File: src/rtl/tokcd_pkg.sv
package tokcd_pkg;
  localparam int CODE_W = 3;
  localparam logic [CODE_W-1:0] CODE_COPY   = 3'b101;
  localparam logic [CODE_W-1:0] CODE_DELETE = 3'b110;

  typedef enum logic [1:0] {
    ACT_NONE = 2'd0,
    ACT_PASS = 2'd1,
    ACT_DUP  = 2'd2,
    ACT_DROP = 2'd3
  } act_e;
endpackage

File: src/rtl/tokcd_slot.sv
module tokcd_slot (
  input  logic clk,
  input  logic rst_n,
  input  logic load,
  input  logic load_bit,
  input  logic consume,
  output logic held,
  output logic held_bit
);
  logic held_nxt;
  logic bit_en;

  always_comb begin
    held_nxt = held;
    if (consume) held_nxt = 1'b0;
    if (load)    held_nxt = 1'b1;
    bit_en = load;
  end

  always_ff @(posedge clk or negedge rst_n) begin
    if (!rst_n) begin
      held     <= 1'b0;
      held_bit <= 1'b0;
    end else begin
      held <= held_nxt;
      if (bit_en) held_bit <= load_bit;
    end
  end
endmodule

File: src/rtl/tokcd_fire.sv
module tokcd_fire
  import tokcd_pkg::*;
(
  input  logic [CODE_W-1:0] cell_code,
  input  logic              d_held,
  input  logic              c_held,
  input  logic              c_bit,
  input  logic              outs_busy,
  output act_e              act,
  output logic              emit,
  output logic              take_d,
  output logic              take_c
);
  logic code_ok;
  logic ready_all;

  always_comb begin
    code_ok   = (cell_code == CODE_COPY) || (cell_code == CODE_DELETE);
    ready_all = d_held && c_held && !outs_busy && code_ok;
    if (!ready_all)                   act = ACT_NONE;
    else if (!c_bit)                  act = ACT_PASS;
    else if (cell_code == CODE_COPY)  act = ACT_DUP;
    else                              act = ACT_DROP;
    emit   = (act == ACT_PASS) || (act == ACT_DUP);
    take_d = (act == ACT_PASS) || (act == ACT_DROP);
    take_c = (act != ACT_NONE);
  end
endmodule

File: src/rtl/tokcd_outslot.sv
module tokcd_outslot (
  input  logic clk,
  input  logic rst_n,
  input  logic emit,
  input  logic emit_bit,
  input  logic ready,
  output logic valid,
  output logic tbit
);
  logic valid_nxt;

  always_comb begin
    valid_nxt = valid;
    if (emit)               valid_nxt = 1'b1;
    else if (valid && ready) valid_nxt = 1'b0;
  end

  always_ff @(posedge clk or negedge rst_n) begin
    if (!rst_n) begin
      valid <= 1'b0;
      tbit  <= 1'b0;
    end else begin
      valid <= valid_nxt;
      if (emit) tbit <= emit_bit;
    end
  end
endmodule

File: src/rtl/tokcd_cell.sv
module tokcd_cell
  import tokcd_pkg::*;
#(
  parameter int NUM_DIR = 6
) (
  input  logic               clk,
  input  logic               rst_n,
  input  logic [2:0]         cell_code,
  input  logic [NUM_DIR-1:0] out_en,
  input  logic               din_valid,
  input  logic               din_bit,
  output logic               din_ready,
  input  logic               ctl_valid,
  input  logic               ctl_bit,
  output logic               ctl_ready,
  output logic [NUM_DIR-1:0] tok_valid,
  output logic [NUM_DIR-1:0] tok_bit,
  input  logic [NUM_DIR-1:0] tok_ready
);
  localparam int SYNC_LEN = 2;

  logic [SYNC_LEN-1:0] rst_pipe;
  logic rst_q_n;
  logic d_held, d_bit, c_held, c_bit;
  logic outs_busy, emit, take_d, take_c;
  act_e act;

  always_ff @(posedge clk or negedge rst_n) begin
    if (!rst_n) rst_pipe <= '0;
    else        rst_pipe <= {rst_pipe[SYNC_LEN-2:0], 1'b1};
  end
  assign rst_q_n = rst_pipe[SYNC_LEN-1];

  assign din_ready = rst_q_n && !d_held;
  assign ctl_ready = rst_q_n && !c_held;
  assign outs_busy = |(tok_valid & out_en);

  tokcd_slot d_slot_i (
    .clk(clk), .rst_n(rst_q_n),
    .load(din_valid && din_ready), .load_bit(din_bit),
    .consume(take_d), .held(d_held), .held_bit(d_bit)
  );

  tokcd_slot c_slot_i (
    .clk(clk), .rst_n(rst_q_n),
    .load(ctl_valid && ctl_ready), .load_bit(ctl_bit),
    .consume(take_c), .held(c_held), .held_bit(c_bit)
  );

  tokcd_fire fire_i (
    .cell_code(cell_code), .d_held(d_held), .c_held(c_held),
    .c_bit(c_bit), .outs_busy(outs_busy), .act(act),
    .emit(emit), .take_d(take_d), .take_c(take_c)
  );

  for (genvar g = 0; g < NUM_DIR; g++) begin : g_dir
    tokcd_outslot out_i (
      .clk(clk), .rst_n(rst_q_n),
      .emit(emit && out_en[g]), .emit_bit(d_bit),
      .ready(tok_ready[g]), .valid(tok_valid[g]), .tbit(tok_bit[g])
    );
  end
endmodule

File: config.mk
export PLATFORM = sky130hd
export DESIGN_NAME = tokcd_cell
export DESIGN_NICKNAME = d
export VERILOG_FILES = /design/src/rtl/tokcd_pkg.sv /design/src/rtl/tokcd_slot.sv /design/src/rtl/tokcd_fire.sv /design/src/rtl/tokcd_outslot.sv /design/src/rtl/tokcd_cell.sv
export SDC_FILE = /design/constraint.sdc
export NUM_CORES = 1
export LEC_CHECK = 0
export BUFFER_PORTS_ARGS = -buffer_cell sky130_fd_sc_hd__buf_2
export CORE_MARGIN = 2
export CORE_UTILIZATION = 36
export CTS_BUF_LIST = sky130_fd_sc_hd__clkbuf_8
export CTS_CLUSTER_SIZE = 14
export DETAILED_ROUTE_END_ITERATION = 12
export RECOVER_POWER = 50
export SLEW_MARGIN = 20
export SYNTH_ARGS = -nofsm -noshare
export SYNTH_HDL_FRONTEND = slang
export SYNTH_SLANG_ARGS = --single-unit
File: constraint.sdc
create_clock -name clk -period 1.66 [get_ports clk]
set_input_delay 0.415 -clock clk [delete_from_list [all_inputs] [get_ports clk]]
set_output_delay 0.415 -clock clk [all_outputs]
set_load 0.05 [all_outputs]
---- After elaboration in Yosys (flattened, before gate mapping) ----
Cells that the tools add are included.
W data, S select, Z words.
storage, ports and cells
  RAM bits ................................ 0
  bits in read-only memories .............. 0
  memories ................................ 0
  output and inout bits ................... 14
  flip-flop bits (word level) ............. 18
  bits in latches ......................... 0
operators by class
  multiply operators ...................... 0
  bitwise logic cells ..................... 1
  magnitude comparators ................... 0
  div/mod/pow operators ................... 0
  add/subtract/negate cells ............... 0
  reductions and logical operators ........ 35
  eq/ne operators ......................... 5
  shifts and indexed selects .............. 0
  multiplexer cells ....................... 19
operator list
  operator              number
  $logic_and A1 B1 Y1   19
  $reduce_bool A2 Y1    9
  $mux W1               17
  $and A6 B6 Y6         1
  $eq A3 B3 Y1 const B  2
  $reduce_or A6 Y1      1
  $eq A2 B2 Y1 const B  2
  $mux W2               2
  $logic_not A1 Y1      3
  $logic_or A1 B1 Y1    3
  $eq A2 B1 Y1 const B  1

---- Depth between registers and ports, before layout ----
  word-level depth ........................ 10
  gate-level depth with buffers ........... 6

---- Modules after synthesis ----
From an unflattened synthesis, not the netlist that was laid out.
unflattened totals
  cells, all modules ...................... 69
  area, all modules ....................... 877.1 um^2
by module, submodules not included
  module         instances  area each (um^2)  cells an instance
  tokcd_outslot  6          77.6              5
  tokcd_cell     1          158.9             17
  tokcd_slot     2          77.6              5
  tokcd_fire     1          97.6              12

---- Worst setup path before layout ----
Ideal clock, no wire load.
  path kind ............................... input to register
  from .................................... input out_en[3]
  to ...................................... register g_dir[3].out_i.tbit
  buffers on the path ..................... 0
  arrival ................................. 1.710 ns
  required time ........................... 1.535 ns
  setup slack ............................. -0.175 ns
  stages .................................. 6
  path through ............................ a22o_1 > a221oi_2 > nand3_1 > ha_1 > nand2_1 > mux2_2
between the ends
  longest elaborated chain between the ends .. 9
RTL lines
  item                                          RTL line             source
  start: declaration                            tokcd_cell.sv:9      input logic [NUM_DIR-1:0] out_en,
  $and A6 B6 Y6                                 tokcd_cell.sv:36     assign outs_busy = |(tok_valid & out_en);
  $reduce_or A6 Y1                              tokcd_cell.sv:36
  $logic_not A1 Y1                              tokcd_fire.sv:19     ready_all = d_held && c_held && !outs_busy && code_ok;
  $logic_and A1 B1 Y1 (2 in series)             tokcd_fire.sv:19
  $mux W2                                       tokcd_fire.sv:20     if (!ready_all) act = ACT_NONE;
  $eq A2 B1 Y1 or $eq A2 B2 Y1 (tied branches)  tokcd_fire.sv:24     emit = (act == ACT_PASS) || (act == ACT_DUP);
  $logic_or A1 B1 Y1                            tokcd_fire.sv:24
  $logic_and A1 B1 Y1 (*)                       tokcd_cell.sv:59     .emit(emit && out_en[g]), .emit_bit(d_bit),
  end signal: assignment                        tokcd_outslot.sv:24  if (emit) tbit <= emit_bit;
  end: declaration                              tokcd_outslot.sv:8   output logic tbit
Mark *: on every way between the ends. The rest lies on a longest branch, timed or not.
A chain may end at the register's enable or synchronous reset.

---- Worst setup path after layout ----
  from .................................... register g_dir[1].out_i.valid
  to ...................................... register g_dir[3].out_i.tbit
between the ends
  longest elaborated chain between the ends .. 9
RTL lines
  item                                          RTL line             source
  start: declaration                            tokcd_outslot.sv:7   output logic valid,
  start signal: assignment                      tokcd_outslot.sv:23  valid <= valid_nxt;
  $and A6 B6 Y6 (*)                             tokcd_cell.sv:36
  $reduce_or A6 Y1 (*)                          tokcd_cell.sv:36
  $logic_not A1 Y1 (*)                          tokcd_fire.sv:19
  $logic_and A1 B1 Y1 (*) (2 in series)         tokcd_fire.sv:19
  $mux W2 (*)                                   tokcd_fire.sv:20
  $eq A2 B1 Y1 or $eq A2 B2 Y1 (tied branches)  tokcd_fire.sv:24
  $logic_or A1 B1 Y1 (*)                        tokcd_fire.sv:24
  $logic_and A1 B1 Y1 (*)                       tokcd_cell.sv:59
Marked as above.

==> results.sh <==
export IMPL_status="finished with violations"
export IMPL_violations="setup timing"
export IMPL_async_reset_ff_frac=1.00
export IMPL_cp_required_ns=1.80
export IMPL_overflow=0
export IMPL_rows=17
export IMPL_slew_viol_final=0
export IMPL_first_global_vias=658
export IMPL_hold_viol=0
export IMPL_cp_cell_sequence="a22o_1 -> nor3_4 -> nand3_2 -> ha_4 -> nand2_2 -> mux2_4"
export IMPL_area_growth_pct=47.0
export IMPL_wirelength_mm=1.79
export IMPL_drive_above_1_share=0.667
export IMPL_dr_first_iter_drc_count=1
export IMPL_place_port_buffers=34
export IMPL_ir_drop_uv=1170
export IMPL_cts_made_buffers=3
export IMPL_dpl_cell_count=137
export IMPL_ys_warn_count=0
export IMPL_swShare=0.445
export IMPL_h_tree_depth=1
export IMPL_nets=143
export IMPL_fin_crit_ns=1.89
export IMPL_cts_clk_slew_worst_paths_ns=0.07
export IMPL_cp_arrival_ns=2.03
export IMPL_die_y_microns=52.7
export IMPL_antenna_found_initial=0
export IMPL_leakagePower_nw=0.652
export IMPL_synthCells=75
export IMPL_holdCritPathClass="register to asynchronous set/reset pin"
export IMPL_ys_seq_elements=18
export IMPL_vias_per_cell=4.53
export IMPL_syn_area_per_cell_sq_um=11.4
export IMPL_rsz0062_at_grt="true"
export IMPL_combPwrFrac=0.540
export IMPL_r2r_slack_ns=-0.23
export IMPL_pin_count=35
export IMPL_drc=0
export IMPL_finalClockSkew_ns=0.00157
export IMPL_grt_usage=0.139
export IMPL_n_antenna_cell=0
export IMPL_synthFlopType="dfrtp_1"
export IMPL_dieArea_sq_um=2780
export IMPL_p_int_mw=1.33
export IMPL_path_class="register to register"
export IMPL_ys_types=18
export IMPL_p_switching_mw=1.07
export IMPL_clkSinkCount=18
export IMPL_final_cells=148
export IMPL_die_width_microns=52.7
export IMPL_slowest_delay_ns=0.39
export IMPL_fin_ws_ns=-0.233
export IMPL_ant_nets=0
export IMPL_cts_tree="built"
export IMPL_dp_worst_setup_slack_ns=-0.429
export IMPL_path_max_fanout=6
export IMPL_fmax_ghz=0.528
export IMPL_synth_seq_area_share=0.527
export IMPL_p_clk_frac=0.149
export IMPL_path_delay_family="simple AND/OR/NAND/NOR gates"
export IMPL_core_area_sq_um=2230
export IMPL_stdcell_area_sq_um=1260
export IMPL_critPathLaunchType="register"
export IMPL_synth_edf_count=0
export IMPL_critPathCaptureType="register"
export IMPL_dr_total_vias=671
export IMPL_drt_pass1_iter_count=3
export IMPL_grt_pass1_wl_mm=2.83
export IMPL_num_fill_cells=220
export IMPL_synth_nets=97
export IMPL_dp_hpwl_mm=1.34
export IMPL_slowest_stage="dfrtp_1"
export IMPL_seqPwrFrac=0.311
export IMPL_insertion_delay_ns=0.25
export IMPL_finalCritPeriodShare=1.14
export IMPL_dpl_cell_area_sq_um=1080
export IMPL_cap_viol_max_count=0
export IMPL_grt_max_degree=12
export IMPL_drt_wirelength_per_cell_microns=12.1
export IMPL_start_util=0.383
export IMPL_cts_max_path_buffers=2
export IMPL_power_density_nw_per_um2=1910
export IMPL_gp_congestion=0.717
export IMPL_path_buf_inv=0
export IMPL_cts_root_buf="clkbuf_8"
export IMPL_finalSetupViolations=6
export IMPL_netlist_area_sq_um=855
[final cells by class]
| type | count | area [sq um] | area share |
|---|---|---|---|
| Sequential cell | 18 | 452 | 0.360 |
| Multi-Input combinational cell | 39 | 377 | 0.300 |
| Timing Repair Buffer | 53 | 315 | 0.251 |
| Clock buffer | 4 | 55.1 | 0.0438 |
| Tap cell | 28 | 35.0 | 0.0279 |
| Inverter | 6 | 22.5 | 0.0179 |
[state kept, by name, summed over array words and instances, names as in the netlist]
name	flops
c_slot_i.held	1
c_slot_i.held_bit	1
d_slot_i.held	1
d_slot_i.held_bit	1
g_dir.out_i.tbit	6
g_dir.out_i.valid	6
rst_pipe	2
[power groups by stage]
stage	clock network, mW	registers [mW]	logic [mW]
after floorplan	0	0.735	1.00
after global routing	0.399	0.775	1.37
after CTS	0.359	0.739	1.23
after detailed placement	0	0.746	1.17
after global placement	0	0.745	1.16
final	0.358	0.745	1.29
[worst paths after layout]
check	startpoint	endpoint	cells past startpoint
hold / removal	rst_pipe[1]$_DFF_PN0_	d_slot_i.held$_DFFE_PN0P_	1
setup reg to reg	g_dir[1].out_i.valid$_DFFE_PN0P_	g_dir[3].out_i.tbit$_DFFE_PN0P_	6
setup / recovery	g_dir[1].out_i.valid$_DFFE_PN0P_	g_dir[3].out_i.tbit$_DFFE_PN0P_	6
hold reg to reg	rst_pipe[1]$_DFF_PN0_	d_slot_i.held$_DFFE_PN0P_	1
max in group asynchronous	rst_n	rst_pipe[1]$_DFF_PN0_	2
min in group clk	tok_ready[4]	g_dir[4].out_i.valid$_DFFE_PN0P_	2
[metrics by stage]
step / TNS (ns) / total power, mW / hold WS (ns) / utilization
floorplan: -0.912 / 1.74 / 0.119 / -
global placement: -3.43 / 1.91 / 0.124 / 0.485
detailed placement: -3.89 / 1.92 / 0.125 / 0.485
CTS: -1.33 / 2.33 / 0.133 / 0.530
global route: -2.23 / 2.55 / 0.251 / 0.562
finish: -1.35 / 2.40 / 0.234 / 0.562
[placed cells by master (no fill, tap or decap), types with 3 or more instances in the layout]
cell type  instances
buf_2             34
buf_4             18
dfrtp_1           17
mux2_4             7
nand2_2            6
inv_1              6
nand2_1            4
clkbuf_8           4
o21ai_1            3
[worst reg2reg max path: cells and delay by family, from the launching register on]
kind / cells / cell delay [ns]
DFF: 1 / 0.39
adders and majority gates: 1 / 0.34
and+or+nand+nor: 3 / 0.48
AOI/OAI and AO/OA: 1 / 0.27
muxes: 1 / 0.29
[cells in the mapped netlist, types with 2 or more instances]
master,number,area share
a22o_1,2,0.021
buf_4,12,0.11
dfrtp_1,18,0.53
inv_1,6,0.026
mux2_2,7,0.092
nand2_1,10,0.044
nand3_1,3,0.018
nor2b_4,2,0.032
o21ai_0,6,0.035
[timing repair]
action,4_1_cts,5_1_grt
hold endpoints to repair,2,0
hold buffers,1,0
buffers inserted,1,5
gates resized for setup,9,10
endpoints found under the setup margin,12,14
pin swaps,6,2
[routing by layer]
metal  up-vias  part of all wire  GRT usage
met5         -                 0          0
met4         0                 0     0.0385
met3         0             0.072     0.0343
met2        22              0.47      0.229
met1       319              0.46      0.181
li1        330                 -          -
[cells by family after synthesis]
logic type	count (synthesis)	synth area share
flops	18	0.527
compound gates	11	0.0864
other cells	1	0.00439
simple gates	17	0.116
xor+xnor	1	0.0103
buf+inv	18	0.132
mux	8	0.110
fa+ha+maj	1	0.0146
Power figures use the tool's default switching activity.
